==> config.mk <==
export PLATFORM = sky130hd
export DESIGN_NAME = pipe_adc_corrector
export DESIGN_NICKNAME = d
export VERILOG_FILES = /design/src/rtl/adc_corr_pkg.sv /design/src/rtl/corr_align.sv /design/src/rtl/corr_sum.sv /design/src/rtl/corr_fmt.sv /design/src/rtl/pipe_adc_corrector.sv
export SDC_FILE = /design/constraint.sdc
export NUM_CORES = 1
export LEC_CHECK = 0
export CORE_ASPECT_RATIO = 0.9
export CORE_MARGIN = 1.5
export CORE_UTILIZATION = 54
export DETAILED_ROUTE_END_ITERATION = 8
export DONT_BUFFER_PORTS = 1
export PLACE_DENSITY_LB_ADDON = 0.25
export SLEW_MARGIN = 40
export SYNTH_ARGS = -nofsm -noshare
export SYNTH_HDL_FRONTEND = slang
export SYNTH_SLANG_ARGS = --single-unit
==> constraint.sdc <==
create_clock -name clk -period 1.8 [get_ports clk]
set_input_delay 0.27 -clock clk [delete_from_list [all_inputs] [get_ports clk]]
set_output_delay 0.27 -clock clk [all_outputs]
set_load 0.01 [all_outputs]
==> src/rtl/adc_corr_pkg.sv <==
package adc_corr_pkg;
  localparam int CODE_W = 2;
  localparam int DEF_NSTAGE = 11;
endpackage

==> src/rtl/corr_align.sv <==
module corr_align
  import adc_corr_pkg::*;
#(
  parameter int NSTAGE = DEF_NSTAGE
) (
  input  logic                              clk,
  input  logic                              rst_n,
  input  logic [NSTAGE-1:0][CODE_W-1:0]     codes_in,
  output logic [NSTAGE-1:0][CODE_W-1:0]     codes_out
);
  // Stage s+1 arrives s ticks after launch; it is delayed NSTAGE-s ticks
  // so that every stage of one sample is aligned NSTAGE-1 edges after launch.
  for (genvar s = 0; s < NSTAGE; s++) begin : g_stage
    localparam int DEPTH = NSTAGE - s;
    logic [DEPTH-1:0][CODE_W-1:0] line;
    always_ff @(posedge clk) begin
      line[0] <= codes_in[s];
      for (int k = 1; k < DEPTH; k++) line[k] <= line[k-1];
    end
    assign codes_out[s] = line[DEPTH-1];
  end

  a_r2_last_stage_tick: assert property (@(posedge clk) disable iff (!rst_n)
    codes_out[NSTAGE-1] == $past(codes_in[NSTAGE-1]));
endmodule

==> src/rtl/corr_sum.sv <==
module corr_sum
  import adc_corr_pkg::*;
#(
  parameter int NSTAGE = DEF_NSTAGE,
  localparam int OUT_W = NSTAGE + 1,
  localparam int SUM_W = NSTAGE + CODE_W
) (
  input  logic                          clk,
  input  logic                          rst_n,
  input  logic                          vld_in,
  input  logic [NSTAGE-1:0][CODE_W-1:0] codes,
  output logic                          vld_q,
  output logic [OUT_W-1:0]              word_q
);
  localparam logic [SUM_W-1:0] MAXV = SUM_W'((1 << OUT_W) - 1);

  logic [SUM_W-1:0] raw;
  logic [OUT_W-1:0] clamped;

  always_comb begin
    raw = '0;
    for (int s = 0; s < NSTAGE; s++)
      raw = raw + (SUM_W'(codes[s]) << (NSTAGE - 1 - s));
  end

  assign clamped = (raw > MAXV) ? {OUT_W{1'b1}} : raw[OUT_W-1:0];

  always_ff @(posedge clk or negedge rst_n)
    if (!rst_n) vld_q <= 1'b0;
    else        vld_q <= vld_in;

  always_ff @(posedge clk) word_q <= clamped;

  a_r5_saturate: assert property (@(posedge clk) disable iff (!rst_n)
    (vld_in && (raw > MAXV)) |=> (word_q == {OUT_W{1'b1}}));
endmodule

==> src/rtl/corr_fmt.sv <==
module corr_fmt #(
  parameter int OUT_W = 12
) (
  input  logic             clk,
  input  logic             rst_n,
  input  logic             vld_in,
  input  logic [OUT_W-1:0] word_in,
  input  logic             msb_inv,
  input  logic             out_float,
  output logic [OUT_W-1:0] dout,
  output logic             dout_valid,
  output logic             dout_drive
);
  always_ff @(posedge clk or negedge rst_n) begin
    if (!rst_n) begin
      dout       <= '0;
      dout_valid <= 1'b0;
      dout_drive <= 1'b0;
    end else begin
      dout_drive <= !out_float;
      if (vld_in && !out_float) begin
        dout       <= {word_in[OUT_W-1] ^ msb_inv, word_in[OUT_W-2:0]};
        dout_valid <= 1'b1;
      end else begin
        dout       <= '0;
        dout_valid <= 1'b0;
      end
    end
  end

  a_r8_float: assert property (@(posedge clk) disable iff (!rst_n)
    out_float |=> (!dout_valid && !dout_drive && dout == '0));
  a_r6_low_bits: assert property (@(posedge clk) disable iff (!rst_n)
    (vld_in && !out_float) |=> (dout_valid && dout[OUT_W-2:0] == $past(word_in[OUT_W-2:0])));
  a_r7_msb_select: assert property (@(posedge clk) disable iff (!rst_n)
    (vld_in && !out_float) |=> (dout[OUT_W-1] == ($past(word_in[OUT_W-1]) ^ $past(msb_inv))));
  a_r10_quiet: assert property (@(posedge clk) disable iff (!rst_n)
    !dout_valid |-> (dout == '0));
endmodule

==> src/rtl/pipe_adc_corrector.sv <==
module pipe_adc_corrector
  import adc_corr_pkg::*;
#(
  parameter int NSTAGE = DEF_NSTAGE,
  localparam int OUT_W = NSTAGE + 1,
  localparam int IN_W = NSTAGE * CODE_W
) (
  input  logic             clk,
  input  logic             rst_n,
  input  logic             smp_valid,
  input  logic [IN_W-1:0]  stage_codes,
  input  logic             msb_inv,
  input  logic             out_float,
  output logic [OUT_W-1:0] dout,
  output logic             dout_valid,
  output logic             dout_drive
);
  logic [NSTAGE-1:0][CODE_W-1:0] codes_now, codes_aligned;
  logic [NSTAGE-1:0]             vshift;
  logic                          sum_vld;
  logic [OUT_W-1:0]              sum_word;

  assign codes_now = stage_codes;

  // Launch marker travels with the stage-1 code.
  always_ff @(posedge clk or negedge rst_n)
    if (!rst_n) vshift <= '0;
    else        vshift <= {vshift[NSTAGE-2:0], smp_valid};

  corr_align #(.NSTAGE(NSTAGE)) u_align (
    .clk(clk), .rst_n(rst_n), .codes_in(codes_now), .codes_out(codes_aligned)
  );

  corr_sum #(.NSTAGE(NSTAGE)) u_sum (
    .clk(clk), .rst_n(rst_n), .vld_in(vshift[NSTAGE-1]), .codes(codes_aligned),
    .vld_q(sum_vld), .word_q(sum_word)
  );

  corr_fmt #(.OUT_W(OUT_W)) u_fmt (
    .clk(clk), .rst_n(rst_n), .vld_in(sum_vld), .word_in(sum_word),
    .msb_inv(msb_inv), .out_float(out_float),
    .dout(dout), .dout_valid(dout_valid), .dout_drive(dout_drive)
  );

  a_r9_no_phantom: assert property (@(posedge clk) disable iff (!rst_n)
    !sum_vld |=> !dout_valid);
endmodule

# Word level (Yosys, flattened, before mapping)
# Cells that the tools add are included.
totals:
  regBits: 170
  latch_bits: 0
  ramBits: 0
  romBits: 0
  in_bits: 27
  out_inout_bits: 14
  mem_count: 0
op_classes:
  add_sub_neg: 10
  mul: 0
  n_div: 0
  magnitude_cmp: 1
  n_eq_ne: 0
  shifts: 0
  muxes: 2
  bitwise_logic: 1
  n_reduce_logical: 2
op_table:
  columns: ["op", "n"]
  rows:
  - ["adder 12 x 11 -> 13 bit", 1]
  - ["adder 13 x 10 -> 13 bit", 1]
  - ["adder 13 x 2 -> 13 bit", 1]
  - ["adder 13 x 3 -> 13 bit", 1]
  - ["adder 13 x 4 -> 13 bit", 1]
  - ["adder 13 x 5 -> 13 bit", 1]
  - ["adder 13 x 6 -> 13 bit", 1]
  - ["adder 13 x 7 -> 13 bit", 1]
  - ["adder 13 x 8 -> 13 bit", 1]
  - ["adder 13 x 9 -> 13 bit", 1]
  - ["> comparator 13 x 12 -> 1 bit (second input constant)", 1]
  - ["2-to-1 mux 12 bit", 1]
  - ["logical AND 1 bit", 1]
  - ["logical NOT 1 bit", 1]
  - ["2-to-1 mux 1 bit", 1]
  - ["bitwise XOR 1 bit", 1]

# Logic depth before layout (Yosys ltp)
logic_depth:
  word_depth: 11
  ltp_mapped: 8
  mapped_depth_nobuf: 8

# By module
# From an unflattened synthesis, not the netlist that was laid out.
hier_totals:
  cells_unflattened: 284
  hier_area_um2: 4336.7
by_module_without_submodules:
  columns: ["module", "instances", "cells_each", "area_each_um2", "seq_area_each_um2"]
  rows:
  - ["corr_align", 1, 152, 2792.7, 2642.5]
  - ["corr_sum", 1, 91, 805.8, 265.3]
  - ["corr_fmt", 1, 30, 462.9, 350.3]
  - ["pipe_adc_corrector", 1, 11, 275.3, 275.3]

# Worst setup path before layout
# Ideal clock, no wire load.
synth_timing:
  kind: "register -> register"
  start: "register u_align.g_stage[9].line, in the netlist u_align.codes_out[18]"
  end: "register u_sum.word_q[11]"
  setup_ns: 0.121
  arrival_ns: 1.883
  required_ns: 1.679
  path_slack_ns: -0.204
  path_stages_with_launch: 9
  path_buffers: 0
  period_less_slack_ns: 2.004
  path_cell_list: "dfxtp_1 ha_1 inv_1 fa_1 nand2b_1 or3_1 a21oi_1 a311oi_1 mux2_2"
synth_between:
  elab_chain_cells: 3
synth_lines:
  columns: ["element", "line", "source"]
  rows:
  - ["start, declared", "corr_align.sv:15", "logic [DEPTH-1:0][CODE_W-1:0] line;"]
  - ["adder 13 x 3 -> 13 bit (*)", "corr_sum.sv:23", "raw = raw + (SUM_W'(codes[s]) << (NSTAGE - 1 - s));"]
  - ["adder 13 x 2 -> 13 bit (*)", "corr_sum.sv:23", null]
  - ["> comparator 13 x 12 -> 1 bit", "corr_sum.sv:26", "assign clamped = (raw > MAXV) ? {OUT_W{1'b1}} : raw[OUT_W-1:0];"]
  - ["end signal, assigned", "corr_sum.sv:32", "always_ff @(posedge clk) word_q <= clamped;"]
  - ["end, declared", "corr_sum.sv:13", "output logic [OUT_W-1:0] word_q"]
# Mark *: on every way between the ends. The rest lies on a longest branch, timed or not.
# A chain may end at the register's enable or synchronous reset.

# Worst setup path after layout
layout_timing:
  start: "register u_align.g_stage[10].line[1] (netlist bit)"
  end: "register u_sum.word_q[11]"
layout_between:
  elab_chain_cells: 2
layout_lines:
  columns: ["element", "line"]
  rows:
  - ["start, declared", "corr_align.sv:15"]
  - ["adder 13 x 2 -> 13 bit (*)", "corr_sum.sv:23"]
  - ["> comparator 13 x 12 -> 1 bit", "corr_sum.sv:26"]
# Marks and branches as above.

==> results.sh <==
export IMPL_hp_class="in2async"
export IMPL_grt_pass1_vias=1914
export IMPL_post_dp_hpwl_um=2660
export IMPL_dpl_instance_area_sq_mm=0.00438
export IMPL_grt_first_pass_wirelength_um=7850
export IMPL_end_kind="register"
export IMPL_multi_input_area_sq_um=736
export IMPL_syn_to_final_growth_pct=25.5
export IMPL_cts_buffers=17
export IMPL_cap_violations=0
export IMPL_drt_iter0_markers=32
export IMPL_die_area_sq_mm=0.00836
export IMPL_first_pass_iters=4
export IMPL_cpMaxStageDelayCell="dfxtp_2"
export IMPL_setup_violations=6
export IMPL_clock_latency_ps=520
export IMPL_ys_ff_latch=170
export IMPL_fin_area_sq_mm=0.00530
export IMPL_gpl_final_weighted_congestion=0.828
export IMPL_viasPerCell=4.57
export IMPL_nets=358
export IMPL_wl_per_cell_um=11.0
export IMPL_synth_area_leaders="dfxtp_1 68%, dfrtp_1 15%, ha_1 3.0%, and2_1 1.8%, xor2_1 0.83%"
export IMPL_drc=0
export IMPL_fin_crit_sh=1.05
export IMPL_netlist_top_cells_count="144 x dfxtp_1, 26 x dfrtp_1, 12 x and2_1, 10 x ha_1, 7 x nand2_1"
export IMPL_antenna_found_initial=0
export IMPL_synth_nets=308
export IMPL_cts_tree="built"
export IMPL_synth_top_area_frac=0.683
export IMPL_initial_utilization=0.560
export IMPL_grt_start_max_net_pins=27
export IMPL_p_leak_nw=2.29
export IMPL_fin_crit_ps=1900
export IMPL_status="finished with violations"
export IMPL_cts_sinks=170
export IMPL_cp_start_kind="register"
export IMPL_required_ps=2200
export IMPL_synthFlopType="dfxtp_1"
export IMPL_ioPinCount=41
export IMPL_yosys_warnings=0
export IMPL_rsz0062_at_grt="yes"
export IMPL_yosysUniqueCellTypes=37
export IMPL_p_per_area_mw_per_mm2=1450
export IMPL_dp_cells=369
export IMPL_path_clk_slew_ps=70
export IMPL_cts_root_buf="clkbuf_8"
export IMPL_syn_inst=270
export IMPL_vias=1960
export IMPL_peakVddDrop_mv=1.27
export IMPL_htreeDepth=4
export IMPL_grt_use_total=0.131
export IMPL_path_cells="ha_4, inv_2, fa_2, nand2b_4, or3_1, a21oi_2, a311oi_1, mux2_2"
export IMPL_synth_edf_count=0
export IMPL_yosysSeqAreaShare=0.837
export IMPL_instances_no_fill=429
export IMPL_avgSynthCellArea_sq_um=15.6
export IMPL_portBuffers=0
export IMPL_violations="negative setup slack"
export IMPL_die_h_um=86.9
export IMPL_hold_viol_final=0
export IMPL_drtAntennaViolNets=0
export IMPL_drive_gt1_frac=0.174
export IMPL_core_sq_mm=0.00754
export IMPL_layout_setup_ws_ps=-95.7
export IMPL_async_reset_ff_frac=0.153
export IMPL_rows=30
export IMPL_worstMarginPinSlew_ps=597
export IMPL_yosysMostFrequentCell="dfxtp_1"
export IMPL_clockBufferDepth=2
export IMPL_arrival_ps=2290
export IMPL_max_stage_delay_ps=340
export IMPL_seq_area_sq_mm=0.00354
export IMPL_antenna_cells=0
export IMPL_n_fill_cell=512
export IMPL_yosysTopAreaCell="dfxtp_1"
export IMPL_max_freq_mhz=528
export IMPL_final_setup_skew_ps=5.84
export IMPL_cp_max_fo=2
export IMPL_gr_total_overflow=0
export IMPL_synth_area_sq_mm=0.00422
export IMPL_critPathKind="reg2reg"
export IMPL_wl_um=4710
export IMPL_slew_headroom=0.601
export IMPL_timing_hold_ws_ps=281
export IMPL_drv_slew=0
export IMPL_die_width_um=96.2
==> power by group <==
group	internal [mW]	total [mW]	switching [mW]
combinational	0.170	0.330	0.160
clock	1.77	3.29	1.52
sequential	4.01	4.08	0.0677
total	5.95	7.70	1.75
==> final timing paths <==
path	slack (ps)	depth (start not counted)	from	to
setup / recovery	-100	8	u_align.g_stage[10].line[1]	u_sum.word_q[11]
hold / removal	280	2	rst_n	u_fmt.dout[6]
setup reg to reg	-100	8	u_align.g_stage[10].line[1]	u_sum.word_q[11]
hold reg to reg	320	0	u_align.g_stage[2].line[4]	u_align.g_stage[2].line[6]
max in group asynchronous	1180	2	rst_n	u_fmt.dout[11]
min in group clk	300	1	stage_codes[3]	u_align.g_stage[1].line[1]
==> worst max-delay path: cells and delay by family, from the launching register on <==
family / cells / cell delay, ps
adders and majority gates: 2 / 470
and+or+nand+nor: 2 / 470
DFF: 1 / 340
muxes: 1 / 280
AOI/OAI and AO/OA: 2 / 170
buffers and inverters: 1 / 30
==> logic make-up (layout without fill, tap and decap cells) <==
logic type	Yosys count	count (layout)	synth area share
DFF	170	170	0.837
and+or+nand+nor	41	41	0.0524
AOI/OAI and AO/OA	34	34	0.0557
adders and majority gates	11	11	0.0344
buffers and inverters	8	71	0.00741
xor gates and xnor gates	4	4	0.00830
muxes	2	2	0.00504
==> registers in the layout (all words and copies together), names as in the netlist <==
name / flops
u_fmt.dout: 12
u_align.g_stage.line: 112
u_align.codes_out: 20
u_fmt.dout_drive: 1
u_fmt.dout_valid: 1
u_sum.word_q: 12
vshift: 11
u_sum.vld_q: 1
==> cell usage in the layout, fill, tap and decap left out, types with 2 or more instances in the layout <==
master           n
nor2_1           6
buf_6            2
dfxtp_2          3
a211oi_1         3
a21oi_1          3
o21ai_1          3
clkinvlp_4       3
a21o_1           2
nand2_1          7
dfrtp_1         26
xor2_1           4
o21a_1           4
o21ai_2          4
inv_6            2
ha_1             8
nor3_1           4
dfxtp_1        141
buf_4            4
clkbuf_16       16
clkinv_8         2
nand2b_1         3
inv_1            5
o21ai_0          4
ha_4             2
and2_1          12
inv_8            5
clkinv_4         2
dlygate4sd3_1   26
==> per-layer routing <==
layer / wire (um) / up-vias / global-route usage
li1: - / 990 / -
met5: 0 / - / 0
met1: 1990 / 902 / 0.128
met3: 219 / 15 / 0.0628
met2: 2370 / 53 / 0.213
met4: 129 / 0 / 0.0963
==> final cells by class <==
cell class | instances | share of cell area
Sequential cell | 170 | 0.668
Timing Repair Buffer | 33 | 0.0600
Multi-Input combinational cell | 92 | 0.139
Inverter | 6 | 0.00425
Tap cell | 96 | 0.0227
Clock buffer | 17 | 0.0782
Clock inverter | 15 | 0.0286
==> per-stage QoR <==
step | setup WS (ps) | util | power (mW) | setup TNS [ps]
global route | -147 | 0.702 | 8.04 | -1100
floorplan | -130 | - | 4.33 | -130
finish | -95.7 | 0.702 | 7.70 | -174
detailed placement | -190 | 0.581 | 4.40 | -242
global placement | -136 | 0.581 | 4.39 | -136
CTS | -145 | 0.694 | 7.77 | -145
==> what timing repair did <==
action	in CTS	in global routing
hold buffers	26	1
setup buffers	1	0
gates resized for setup	6	12
endpoints found under the setup margin	3	12
pin swaps	6	6
cloned	0	1
endpoints found under the hold margin	52	26
No activity file was read; power rests on OpenSTA's default activity.
